`config.mk`:
```
export PLATFORM = sky130hd
export DESIGN_NAME = tpc_timer_pins
export DESIGN_NICKNAME = d
export VERILOG_FILES = /design/src/rtl/tpc_pkg.sv /design/src/rtl/tpc_counter.sv /design/src/rtl/tpc_edge_sync.sv /design/src/rtl/tpc_gr_unit.sv /design/src/rtl/tpc_timer_pins.sv
export SDC_FILE = /design/constraint.sdc
export NUM_CORES = 1
export LEC_CHECK = 0
export BUFFER_PORTS_ARGS = -buffer_cell sky130_fd_sc_hd__buf_4
export CAP_MARGIN = 20
export CORE_ASPECT_RATIO = 1.2
export CORE_MARGIN = 2
export CORE_UTILIZATION = 53
export DETAILED_ROUTE_END_ITERATION = 16
export GPL_ROUTABILITY_DRIVEN = 0
export PLACE_DENSITY = 0.86
export SLEW_MARGIN = 25
export SYNTH_ARGS = -nofsm -noshare
export SYNTH_HDL_FRONTEND = slang
export SYNTH_SLANG_ARGS = --single-unit
```
`constraint.sdc`:
```
create_clock -name clk -period 2.1 [get_ports clk]
set_clock_uncertainty 0.05 [all_clocks]
set_input_delay 0.21 -clock clk [delete_from_list [all_inputs] [get_ports clk]]
set_output_delay 0.21 -clock clk [all_outputs]
set_load 0.01 [all_outputs]
```
`src/rtl/tpc_pkg.sv`:
```
package tpc_pkg;

  localparam int FIELD_W = 4;

  // decoded view of one 4-bit mode field
  typedef struct packed {
    logic       cap;       // capture mode
    logic       out_en;    // compare mode with pin driven
    logic       init_lvl;  // starting pin level
    logic [1:0] act;       // match action: 1 low, 2 high, 3 invert
    logic       on_rise;
    logic       on_fall;
    logic       on_ext;
  } iocfg_t;

  function automatic iocfg_t decode_field(input logic [FIELD_W-1:0] f);
    iocfg_t c;
    c = '0;
    if (!f[3]) begin
      c.out_en   = |f[1:0];
      c.init_lvl = f[2];
      c.act      = f[1:0];
    end else begin
      c.cap    = 1'b1;
      c.on_ext = f[2];
      if (!f[2]) begin
        c.on_rise = f[1] | ~f[0];
        c.on_fall = f[1] | f[0];
      end
    end
    return c;
  endfunction

  function automatic logic match_level(input logic [1:0] act, input logic cur);
    logic r;
    case (act)
      2'b01:   r = 1'b0;
      2'b10:   r = 1'b1;
      2'b11:   r = ~cur;
      default: r = cur;
    endcase
    return r;
  endfunction

endpackage

```
`src/rtl/tpc_counter.sv`:
```
module tpc_counter #(
  parameter int CNT_W = 16
) (
  input  logic             clk,
  input  logic             rst_n,
  input  logic             cnt_en,
  output logic [CNT_W-1:0] cnt_q
);

  always_ff @(posedge clk) begin
    if (!rst_n)      cnt_q <= '0;
    else if (cnt_en) cnt_q <= cnt_q + 1'b1;
  end

  assert_hold_R3: assert property (@(posedge clk) disable iff (!rst_n)
    !cnt_en |=> $stable(cnt_q));

endmodule

```
`src/rtl/tpc_edge_sync.sv`:
```
module tpc_edge_sync #(
  parameter int SYNC_STAGES = 2
) (
  input  logic clk,
  input  logic rst_n,
  input  logic pin_in,
  output logic rise,
  output logic fall
);

  logic [SYNC_STAGES-1:0] sync_q;
  logic                   prev_q;

  always_ff @(posedge clk) begin
    if (!rst_n) begin
      sync_q <= '0;
      prev_q <= 1'b0;
    end else begin
      sync_q <= {sync_q[SYNC_STAGES-2:0], pin_in};
      prev_q <= sync_q[SYNC_STAGES-1];
    end
  end

  assign rise = sync_q[SYNC_STAGES-1] & ~prev_q;
  assign fall = ~sync_q[SYNC_STAGES-1] & prev_q;

endmodule

```
`src/rtl/tpc_gr_unit.sv`:
```
module tpc_gr_unit
  import tpc_pkg::*;
#(
  parameter int CNT_W = 16
) (
  input  logic               clk,
  input  logic               rst_n,
  input  logic [FIELD_W-1:0] field,
  input  logic               ctl_wr,
  input  logic               gr_we,
  input  logic [CNT_W-1:0]   gr_wdata,
  input  logic               cnt_en,
  input  logic [CNT_W-1:0]   cnt_q,
  input  logic               pin_in,
  input  logic               ext_evt,
  output logic [CNT_W-1:0]   gr_q,
  output logic               pin_out,
  output logic               pin_oe
);

  iocfg_t cfg;
  logic   init_pend;
  logic   pin_rise, pin_fall;
  logic   match_evt;
  logic   cap_evt;

  assign cfg = decode_field(field);

  tpc_edge_sync #(.SYNC_STAGES(2)) u_sync (
    .clk    (clk),
    .rst_n  (rst_n),
    .pin_in (pin_in),
    .rise   (pin_rise),
    .fall   (pin_fall)
  );

  assign match_evt = cnt_en & ~cfg.cap & (cnt_q == gr_q);
  assign cap_evt   = cfg.cap & (cfg.on_ext ? ext_evt
                                           : ((cfg.on_rise & pin_rise) | (cfg.on_fall & pin_fall)));

  always_ff @(posedge clk) begin
    if (!rst_n) init_pend <= 1'b0;
    else        init_pend <= ctl_wr;
  end

  always_ff @(posedge clk) begin
    if (!rst_n) begin
      pin_out <= 1'b0;
      pin_oe  <= 1'b0;
    end else if (init_pend) begin
      pin_oe <= cfg.out_en;
      if (cfg.out_en) pin_out <= cfg.init_lvl;
    end else if (match_evt && cfg.out_en) begin
      pin_out <= match_level(cfg.act, pin_out);
    end
  end

  always_ff @(posedge clk) begin
    if (!rst_n)                 gr_q <= '0;
    else if (cap_evt)           gr_q <= cnt_q;
    else if (gr_we && !cfg.cap) gr_q <= gr_wdata;
  end

  assert_init_level_R4: assert property (@(posedge clk) disable iff (!rst_n)
    (init_pend && cfg.out_en) |=> (pin_oe && (pin_out == $past(cfg.init_lvl))));

  assert_init_wins_R11: assert property (@(posedge clk) disable iff (!rst_n)
    (init_pend && match_evt && cfg.out_en && cfg.act == 2'b10) |=> (pin_out == $past(cfg.init_lvl)));

  assert_toggle_R5: assert property (@(posedge clk) disable iff (!rst_n)
    (match_evt && !init_pend && cfg.out_en && cfg.act == 2'b11) |=> (pin_out != $past(pin_out)));

  assert_oe_off_R6: assert property (@(posedge clk) disable iff (!rst_n)
    (!init_pend && !cfg.out_en) |-> !pin_oe);

  assert_cap_value_R7: assert property (@(posedge clk) disable iff (!rst_n)
    cap_evt |=> (gr_q == $past(cnt_q)));

  assert_cap_hold_R10: assert property (@(posedge clk) disable iff (!rst_n)
    (cfg.cap && !cap_evt) |=> $stable(gr_q));

endmodule

```
`src/rtl/tpc_timer_pins.sv`:
```
module tpc_timer_pins
  import tpc_pkg::*;
#(
  parameter int CNT_W = 16
) (
  input  logic                 clk,
  input  logic                 rst_n,
  input  logic                 ctl_we,
  input  logic [2*FIELD_W-1:0] ctl_wdata,
  output logic [2*FIELD_W-1:0] ctl_rdata,
  input  logic [1:0]           gr_we,
  input  logic [CNT_W-1:0]     gr_wdata,
  input  logic                 cnt_en,
  output logic [CNT_W-1:0]     cnt_q,
  output logic [CNT_W-1:0]     gr_a_q,
  output logic [CNT_W-1:0]     gr_b_q,
  input  logic [1:0]           pin_in,
  input  logic                 ext_a_evt,
  input  logic                 ext_c_evt,
  output logic [1:0]           pin_out,
  output logic [1:0]           pin_oe
);

  localparam int NUM_GR = 2;

  logic [2*FIELD_W-1:0] ctl_q;
  logic [NUM_GR-1:0]    ext_vec;
  logic [CNT_W-1:0]     gr_arr [NUM_GR];

  always_ff @(posedge clk) begin
    if (!rst_n)      ctl_q <= '0;
    else if (ctl_we) ctl_q <= ctl_wdata;
  end

  assign ctl_rdata = ctl_q;
  assign ext_vec   = {ext_c_evt, ext_a_evt};

  tpc_counter #(.CNT_W(CNT_W)) u_cnt (
    .clk    (clk),
    .rst_n  (rst_n),
    .cnt_en (cnt_en),
    .cnt_q  (cnt_q)
  );

  for (genvar g = 0; g < NUM_GR; g++) begin : g_gr
    tpc_gr_unit #(.CNT_W(CNT_W)) u_gr (
      .clk      (clk),
      .rst_n    (rst_n),
      .field    (ctl_q[g*FIELD_W +: FIELD_W]),
      .ctl_wr   (ctl_we),
      .gr_we    (gr_we[g]),
      .gr_wdata (gr_wdata),
      .cnt_en   (cnt_en),
      .cnt_q    (cnt_q),
      .pin_in   (pin_in[g]),
      .ext_evt  (ext_vec[g]),
      .gr_q     (gr_arr[g]),
      .pin_out  (pin_out[g]),
      .pin_oe   (pin_oe[g])
    );
  end

  assign gr_a_q = gr_arr[0];
  assign gr_b_q = gr_arr[1];

endmodule

```
======== After elaboration in Yosys (flattened, before gate mapping) ========
Index checks and enable logic that the tools add are counted.
cells by class
  reduce and logical (&&, ||, !) cells .... 16
  add/sub/neg operators ................... 1
  bitwise logic cells ..................... 28
  equal/unequal tests ..................... 10
  multiplexer cells ....................... 22
operator list
  cell                     number
  $mux W16                 4
  $eq A16 B16 Y1           2
  $add A16 B1 Y16 const B  1
  $and A1 B1 Y1            14
  $mux W1                  10
  $eq A2 B2 Y1 const B     4
  $mux W4                  2
  $not A1 Y1               8
  $reduce_bool A2 Y1       4
  $reduce_bool A4 Y1       2
  $mux W3                  2
  $or A1 B1 Y1             6
  $pmux W1 S3              2
  $reduce_and A3 Y1        2
  $eq A2 B1 Y1 const B     2
  $logic_and A1 B1 Y1      4
  $mux W2                  2
  $reduce_or A2 Y1         2
  $logic_not A1 Y1         2
  $ne A2 B1 Y1 const B     1
  $ne A2 B2 Y1 const B     1
word-level totals
  register bits ........................... 67
  input bits .............................. 34

======== Logic depth before layout (Yosys ltp) ========
Gate-level depths: netlist of the first run.
  depth in word-level cells ............... 9
  mapped depth ............................ 8
  gate-level depth less buffers ........... 8

======== Cells and area by module ========
Synthesis of the first run repeated with hierarchy kept, for this count alone.
second synthesis, totals
  cells, all modules ...................... 406
  area, all modules ....................... 3,743.6 µm²
modules (own cells, without submodules)
  module          cells an instance  area an instance (µm²)  times used
  tpc_gr_unit     141                1,257.5                 2
  tpc_counter     83                 744.5                   1
  tpc_timer_pins  25                 301.5                   1
  tpc_edge_sync   8                  91.3                    2

======== Least setup slack after synthesis of the first run ========
OpenSTA, ideal clock, no wires.
  path kind ............................... flip-flop to flip-flop
  start ................................... register u_cnt.cnt_q[13]
  end ..................................... register g_gr[0].u_gr.pin_out
  path buffers ............................ 1
  cell stages (with the launch flop) ...... 7
  period minus slack after synthesis ...... 1,713 ps
  data required time ...................... 1,928 ps
  data arrival time ....................... 1,542 ps
  setup slack ............................. 387 ps
  cells stage by stage .................... dfxtp_1 -> buf_6 -> xor2_1 -> a2111o_1 -> o41a_1 -> a41oi_2 -> nand3_1
on the way
  word-level cells in the longest chain between the ends .. 5
ends and longest elaborated chain
  element                       line               source
  from (decl)                   tpc_counter.sv:7   output logic [CNT_W-1:0] cnt_q
  from (signal assigned)        tpc_counter.sv:12  else if (cnt_en) cnt_q <= cnt_q + 1'b1;
  $eq A16 B16 Y1                tpc_gr_unit.sv:37  assign match_evt = cnt_en & ~cfg.cap & (cnt_q == gr_q);
  $and A1 B1 Y1                 tpc_gr_unit.sv:37
  $logic_and A1 B1 Y1           tpc_gr_unit.sv:53  end else if (match_evt && cfg.out_en) begin
  $reduce_bool A2 Y1 (no line)  -
  $reduce_and A3 Y1 (no line)   -
  to (signal assigned)          tpc_gr_unit.sv:52  if (cfg.out_en) pin_out <= cfg.init_lvl;
  to (signal assigned)          tpc_gr_unit.sv:54  pin_out <= match_level(cfg.act, pin_out);
  to (decl)                     tpc_gr_unit.sv:17  output logic pin_out,
Every way passes these cells.
A chain may end at the register's enable or synchronous reset.

======== Final worst setup path of the first run ========
  start ................................... register u_cnt.cnt_q[14]
  end ..................................... register g_gr[1].u_gr.pin_out
on the way
  word-level cells in the longest chain between the ends .. 5
ends and longest elaborated chain
  element                       line
  $eq A16 B16 Y1                tpc_gr_unit.sv:37
  $and A1 B1 Y1                 tpc_gr_unit.sv:37
  $logic_and A1 B1 Y1           tpc_gr_unit.sv:53
  $reduce_bool A2 Y1 (no line)  -
  $reduce_and A3 Y1 (no line)   -
  to (signal assigned)          tpc_gr_unit.sv:52
  to (signal assigned)          tpc_gr_unit.sv:54
  to (decl)                     tpc_gr_unit.sv:17
Every way passes these cells.

==> results of run 1 <==
critical path, cell delays in order, from the launching register on:
cell	delay, ns
dfxtp_1	0.51
xor2_1	0.14
nor4_1	0.38
nand3_1	0.21
nor4_4	0.37
mux2i_1	0.22
cell families after synthesis:
family / count (synthesis) / share of synthesized area [%]
buf+inv: 49 / 7.62
fa+ha+maj: 3 / 1.04
simple gates: 116 / 17.0
xor+xnor: 48 / 11.7
compound gates: 52 / 13.1
mux: 44 / 12.3
flops: 67 / 37.3
metrics by stage:
stage / setup TNS [ns] / utilization [%]
floorplan: 0 / -
global placement: -0.0505 / 66.0
global route: 0 / 68.9
detailed placement: -0.0555 / 66.0
CTS: 0 / 68.8
finish: 0 / 68.9
Yosys cell counts (all sizes together) (4+ instances only):
cell	number	area share [%]
dfxtp	67	37
nand2	44	4.6
mux2i	43	12
o211a	32	8.9
xnor2	32	7.8
clkbuf	25	2.7
and2	21	3.7
buf	18	3.9
xor2	16	3.9
nor2b	15	2.6
nand4	10	1.7
nand3	7	0.97
o21ai	5	0.70
inv	4	0.42
nor4	4	0.70
power groups by stage:
stage               logic (uW)  clock network (uW)  registers (uW)
finish                     532                 973            1410
global route               578                1030            1420
CTS                        531                 978            1410
detailed placement         525                   0            1440
global placement           514                   0            1440
floorplan                  304                   0            1450
timing repair:
action,4_1_cts,5_1_grt
hold buffers,0,0
endpoints found under the hold margin,0,0
setup endpoints to repair,1,1
gates resized for setup,1,1
pin swaps,0,0
gates cloned,0,0
how the worst max path moves through the flow:
stage	slack, ns	endpoint	depth (start not counted)
after floorplan	0.39	g_gr[0].u_gr.pin_out$_SDFFE_PN0P_	6
after global placement	-0.05	g_gr[1].u_gr.pin_out$_SDFFE_PN0P_	5
after detailed placement	-0.06	g_gr[1].u_gr.pin_out$_SDFFE_PN0P_	5
after CTS	0.1	g_gr[1].u_gr.pin_out$_SDFFE_PN0P_	5
after global routing	0.02	g_gr[1].u_gr.pin_out$_SDFFE_PN0P_	5
final	0.15	g_gr[1].u_gr.pin_out$_SDFFE_PN0P_	5
metal layers:
layer,GRT usage (%),up-vias,share of wire (%)
met4,11.2,0,1.6
met5,0,-,0
met3,3.65,13,4.8
met2,42.4,98,52
met1,28.3,1435,42
li1,-,1455,-
area by class of cell:
type,count,area [um2],area share (%)
multi-input cells,263,2010,44.9
flip-flops and latches,67,1340,30.0
repair buffers,107,803,18.0
clock buffers,14,163,3.64
well taps,85,106,2.38
inverters,6,37.5,0.840
clock inverters,2,10.0,0.224
state kept, by name (all words and copies together), names as in the netlist:
register and flops:
ctl_rdata 8, g_gr.u_gr.pin_oe 2, u_cnt.cnt_q 16, g_gr.u_gr.pin_out 2, g_gr.u_gr.u_sync.prev_q 2, g_gr.u_gr.gr_q 32, g_gr.u_gr.init_pend 1, g_gr.u_gr.u_sync.sync_q 4
==> run_results.csv, run 1 <==
group,metric,value,unit
sta,final_min_period_over_clock_period,93.0,%
critical_path,setup.worst_path.start,"u_cnt.cnt_q[14]$_SDFFE_PN0P_",
clock_tree,clk_root_buffer_cell,"clkbuf_8",
global_route,grt_use_total,24.0,%
final_layout,nNetsFinal,491,
floorplanning,total_die_area,0.00746,mm2
sta,setup_viol_count_final,0,
sta,fin_worst_hold_slack,0.0173,ns
floorplanning,fp-row-count,32,
job,timing.max_cap.violations,0,
placed_design,hpwl,6.26,mm
synth,syn-cell-area,0.00359,mm2
sta,timing.final.hold_violations,0,
floorplanning,initial_standard_cell_utilization_of_the_core,55.4,%
power,power.switching,803,uW
sta,max_freq,512,MHz
placed_design,io_buffer_count,93,
placed_design,placed_cells,528,
clock_tree,cts_tree,"done",
power,share_seq_of_total_power,48.5,%
power,power.share.switching,27.5,%
power,max-vdd-ir-drop,0.352,mV
final_layout,layout.cells.most_common,"buf_4",
route,routed-via-count,3001,
sta,worstMarginPinSlew,0.372,ns
critical_path,endpoint_kind,"flop",
sta,slew_viol_final,0,
critical_path,timing.rr.start,"u_cnt.cnt_q[14]$_SDFFE_PN0P_",
clock_tree,htree_depth,3,
floorplanning,ios,94,
power,static-leakage-power,0.00231,uW
floorplanning,floorplan.core_area,0.00649,mm2
outcome,run_status,"complete, no violations",
synth,avgSynthCellArea,9.48,um2
power,clock_power_share,33.3,%
synth,synth_cells,379,
power,intPower,2120,uW
clock_tree,clock_sinks,67,
synth,ys_warn_count,0,
clock_tree,clkSlewWorstSetupHoldPaths,0.07,ns
min_path,timing.hold.worst.start,"pin_in[1]",
sta,finalCriticalPeriod,1.95,ns
synth,synth_edf_count,0,
clock_tree,max-clock-path-buffers,2,
route,drt-initial-drc-count,142,
placed_design,postPlaceCellArea,0.00428,mm2
global_route,grt_antenna_before_repair,0,
critical_path,kind_of_critical_path,"flop to flop",
global_route,grt_pass1_vias,2871,
sta,postLayoutSetupSlackWorst,0.146,ns
clock_tree,cts_inserted_buffers,9,
critical_path,timing.critical_path.fanout_max,7,
global_route,grt_first_pass_wirelength,14.0,mm
global_route,total_grt_overflow,0,
sta,unrepaired_setup_endpoints_after_global_routing,"no",
critical_path,startpoint_type,"flop",
critical_path,r2r_end,"g_gr[1].u_gr.pin_out$_SDFFE_PN0P_",
route,wire_per_inst,16.3,um
floorplanning,chipHeight,94.2,um
min_path,min_path_cells,2,
critical_path,r2r_slack,0.15,ns
synth,synth.ff_latch_count,67,
synth,count_of_unique_library_cells_instantiated_by_yosys,43,
floorplanning,die_w,79.2,um
sta,slew-limit-headroom,75.2,%
clock_tree,post_cts_buffers,0,
final_layout,stdcell_count,544,
route,finalWirelength,8.88,mm
route,detailedRoute.firstPassIterationCount,5,
route,final_antenna_net_count,0,
min_path,hold_path_end,"g_gr[1].u_gr.u_sync.sync_q[0]$_SDFF_PN0_",
final_layout,post-route-cell-area,0.00447,mm2
critical_path,timing.reg2reg.worst_path_depth,5,
final_layout,fillers,502,
power,power.combinational.fraction,18.2,%
route,routed_via_density,5.52,
final_layout,post_route_cells_drive_above_1_share,28.8,%
power,pwr_density_cell,654,mW/mm2
final_layout,antenna_cells,0,
synth,seq_area_frac_synth,37.3,%
route,drcViolationCount,0,
critical_path,critical_path_data_required_time,2.33,ns
critical_path,critical_path_arrival,2.18,ns
synth,synth_async_sr_flop_share,0,%
global_route,largest_net_degree_at_the_start_of_global_routing,37,
placed_design,pre_cts_slack,-0.0555,ns
min_path,worst_hold_path_type,"input pin to flop",
power,finalPower,2920,uW
final_layout,layout.cells.most_common_list,"107 x buf_4, 67 x dfxtp_1, 44 x nand2_1",
synth,synth_nets,416,
synth,ys_dominant_reg_cell,"dfxtp_1",
final_layout,area_delta_synth_final,24.3,%
clock_tree,worstSkewPairLatency,0.35,ns
(Power assumes the default switching activity.)
==> inputs of run 2 (changes only) <==
Settings changed: REMOVE_ABC_BUFFERS from default to 1.
==> run 2 against run 1 <==
Effect of this change:
- flip-flop and latch count unchanged
- non-clock buffer count is 3 lower
- die area unchanged
- routed wire length down 0.95%
- sequential power barely moved
- final cell count decreased by 0.74%
- worst hold slack improved by 0.010 ns
- clock power increased by 11%
- power grew 3.3%
- clock-buffer cell count shrank 1
==> run_results.csv, run 2 (synthesis results as in run 1) <==
group,metric,value,unit
final_layout,post-route-cell-area,0.00448,mm2
clock_tree,cts_inserted_buffers,9,
critical_path,endpoint_kind,"flop",
placed_design,hpwl,6.12,mm
critical_path,kind_of_critical_path,"flop to flop",
sta,postLayoutSetupSlackWorst,0.114,ns
floorplanning,initial_standard_cell_utilization_of_the_core,55.4,%
min_path,timing.hold.worst.start,"pin_in[1]",
sta,slew-limit-headroom,72.4,%
placed_design,postPlaceCellArea,0.00428,mm2
clock_tree,post_cts_buffers,0,
clock_tree,clkSlewWorstSetupHoldPaths,0.07,ns
route,final_antenna_net_count,0,
global_route,grt_antenna_before_repair,0,
critical_path,r2r_slack,0.11,ns
sta,worstMarginPinSlew,0.410,ns
global_route,total_grt_overflow,0,
power,clock_power_share,35.7,%
critical_path,timing.rr.start,"u_cnt.cnt_q[10]$_SDFFE_PN0P_",
final_layout,area_delta_synth_final,24.5,%
clock_tree,cts_tree,"done",
power,power.switching,786,uW
clock_tree,ctsHoldBuffers,0,
critical_path,max_stage_delay,0.54,ns
clock_tree,clock_sinks,67,
critical_path,startpoint_type,"flop",
final_layout,layout.cells.most_common,"buf_4",
clock_tree,max-clock-path-buffers,2,
power,share_seq_of_total_power,46.9,%
route,detailedRoute.firstPassIterationCount,4,
clock_tree,worstSkewPairLatency,0.34,ns
route,wire_per_inst,16.3,um
placed_design,pre_cts_slack,0.119,ns
power,max-vdd-ir-drop,0.503,mV
route,drt-initial-drc-count,154,
global_route,grt_first_pass_wirelength,14.0,mm
final_layout,fin_util,69.0,%
final_layout,largest_register_ff_count,32,
sta,final.setup.tns,0,ns
power,power.combinational.fraction,17.3,%
sta,slew_viol_final,0,
clock_tree,cts_repair_resize_count,0,
floorplanning,die_w,79.2,um
final_layout,antenna_cells,0,
route,finalWirelength,8.79,mm
floorplanning,fp-row-count,32,
power,intPower,2230,uW
final_layout,layout.cells.most_common_list,"102 x buf_4, 67 x dfxtp_1, 44 x nand2_1",
floorplanning,floorplan.core_area,0.00649,mm2
clock_tree,clk_root_buffer_cell,"clkbuf_8",
final_layout,post_route_cells_drive_above_1_share,28.1,%
critical_path,critPathSlowestCell,"dfxtp_1",
critical_path,timing.critical_path.fanout_max,9,
job,timing.max_cap.violations,0,
min_path,worst_hold_path_type,"input pin to flop",
sta,unrepaired_setup_endpoints_after_global_routing,"no",
sta,final_min_period_over_clock_period,94.6,%
placed_design,io_buffer_count,93,
global_route,grt_pass1_vias,2915,
sta,finalCriticalPeriod,1.99,ns
route,drcViolationCount,0,
final_layout,fillers,513,
floorplanning,total_die_area,0.00746,mm2
final_layout,nNetsFinal,488,
sta,fin_worst_hold_slack,0.0276,ns
outcome,run_status,"complete, no violations",
power,pwr_density_cell,674,mW/mm2
power,power.share.switching,26.1,%
floorplanning,ios,94,
sta,max_freq,504,MHz
critical_path,critical_path_data_required_time,2.32,ns
power,static-leakage-power,0.00231,uW
route,routed_via_density,5.51,
final_layout,registers.top_by_ff_count,"g_gr.u_gr.gr_q",
critical_path,timing.critical_path.mode_cell,"nor4_1",
critical_path,critical_path_arrival,2.21,ns
global_route,grt_use_total,24.0,%
global_route,largest_net_degree_at_the_start_of_global_routing,38,
floorplanning,chipHeight,94.2,um
critical_path,setup.worst_path.start,"u_cnt.cnt_q[10]$_SDFFE_PN0P_",
route,routed-via-count,2975,
critical_path,cp_cell_sequence,"xor2_1, nor4_1, nand3_1, nor4_1, mux2i_1",
sta,setup_viol_count_final,0,
clock_tree,htree_depth,3,
sta,timing.final.hold_violations,0,
## run 2: routing by layer
layer	GRT usage [%]	vias up	routed length (um)
met1	28.8	1419	3760
met4	10.6	0	180
met5	0	-	0
met2	42.2	97	4390
met3	3.65	16	461
li1	-	1443	-
## run 2: final cells by class
type / instances / area (um2) / share of cell area, %
Clock buffer: 13 / 159 / 3.55
Inverter: 6 / 37.5 / 0.838
Clock inverter: 2 / 35.0 / 0.783
Tap cell: 85 / 106 / 2.38
Multi-Input combinational cell: 263 / 1990 / 44.5
Sequential cell: 67 / 1340 / 30.0
Timing Repair Buffer: 104 / 806 / 18.0
## run 2: power by group through the flow
stage | clock (uW) | combinational [uW] | sequential [uW]
2_1_floorplan | 0 | 255 | 1460
6_report | 1080 | 522 | 1420
4_1_cts | 1080 | 525 | 1420
3_3_place_gp | 0 | 509 | 1440
5_1_grt | 1140 | 568 | 1420
3_5_place_dp | 0 | 522 | 1440
## run 2: path summary, 6_finish.rpt
kind / to / cells past startpoint
min reg2reg: g_gr[1].u_gr.u_sync.sync_q[1]$_SDFF_PN0_ / 1
max reg2reg: g_gr[1].u_gr.pin_out$_SDFFE_PN0P_ / 5
max: g_gr[1].u_gr.pin_out$_SDFFE_PN0P_ / 5
min: g_gr[1].u_gr.u_sync.sync_q[0]$_SDFF_PN0_ / 2
## run 2: critical path: cells and delay by family, from the launching register on
kind / cells / cell delay, ns
DFF: 1 / 0.54
muxes: 1 / 0.23
and+or+nand+nor: 3 / 0.97
xor gates and xnor gates: 1 / 0.13
## run 2: per-stage QoR
step	instances	total power, uW
final	540	3020
after global routing	540	3130
after CTS	540	3020
after detailed placement	525	1960
after global placement	525	1950
after floorplan	336	1720
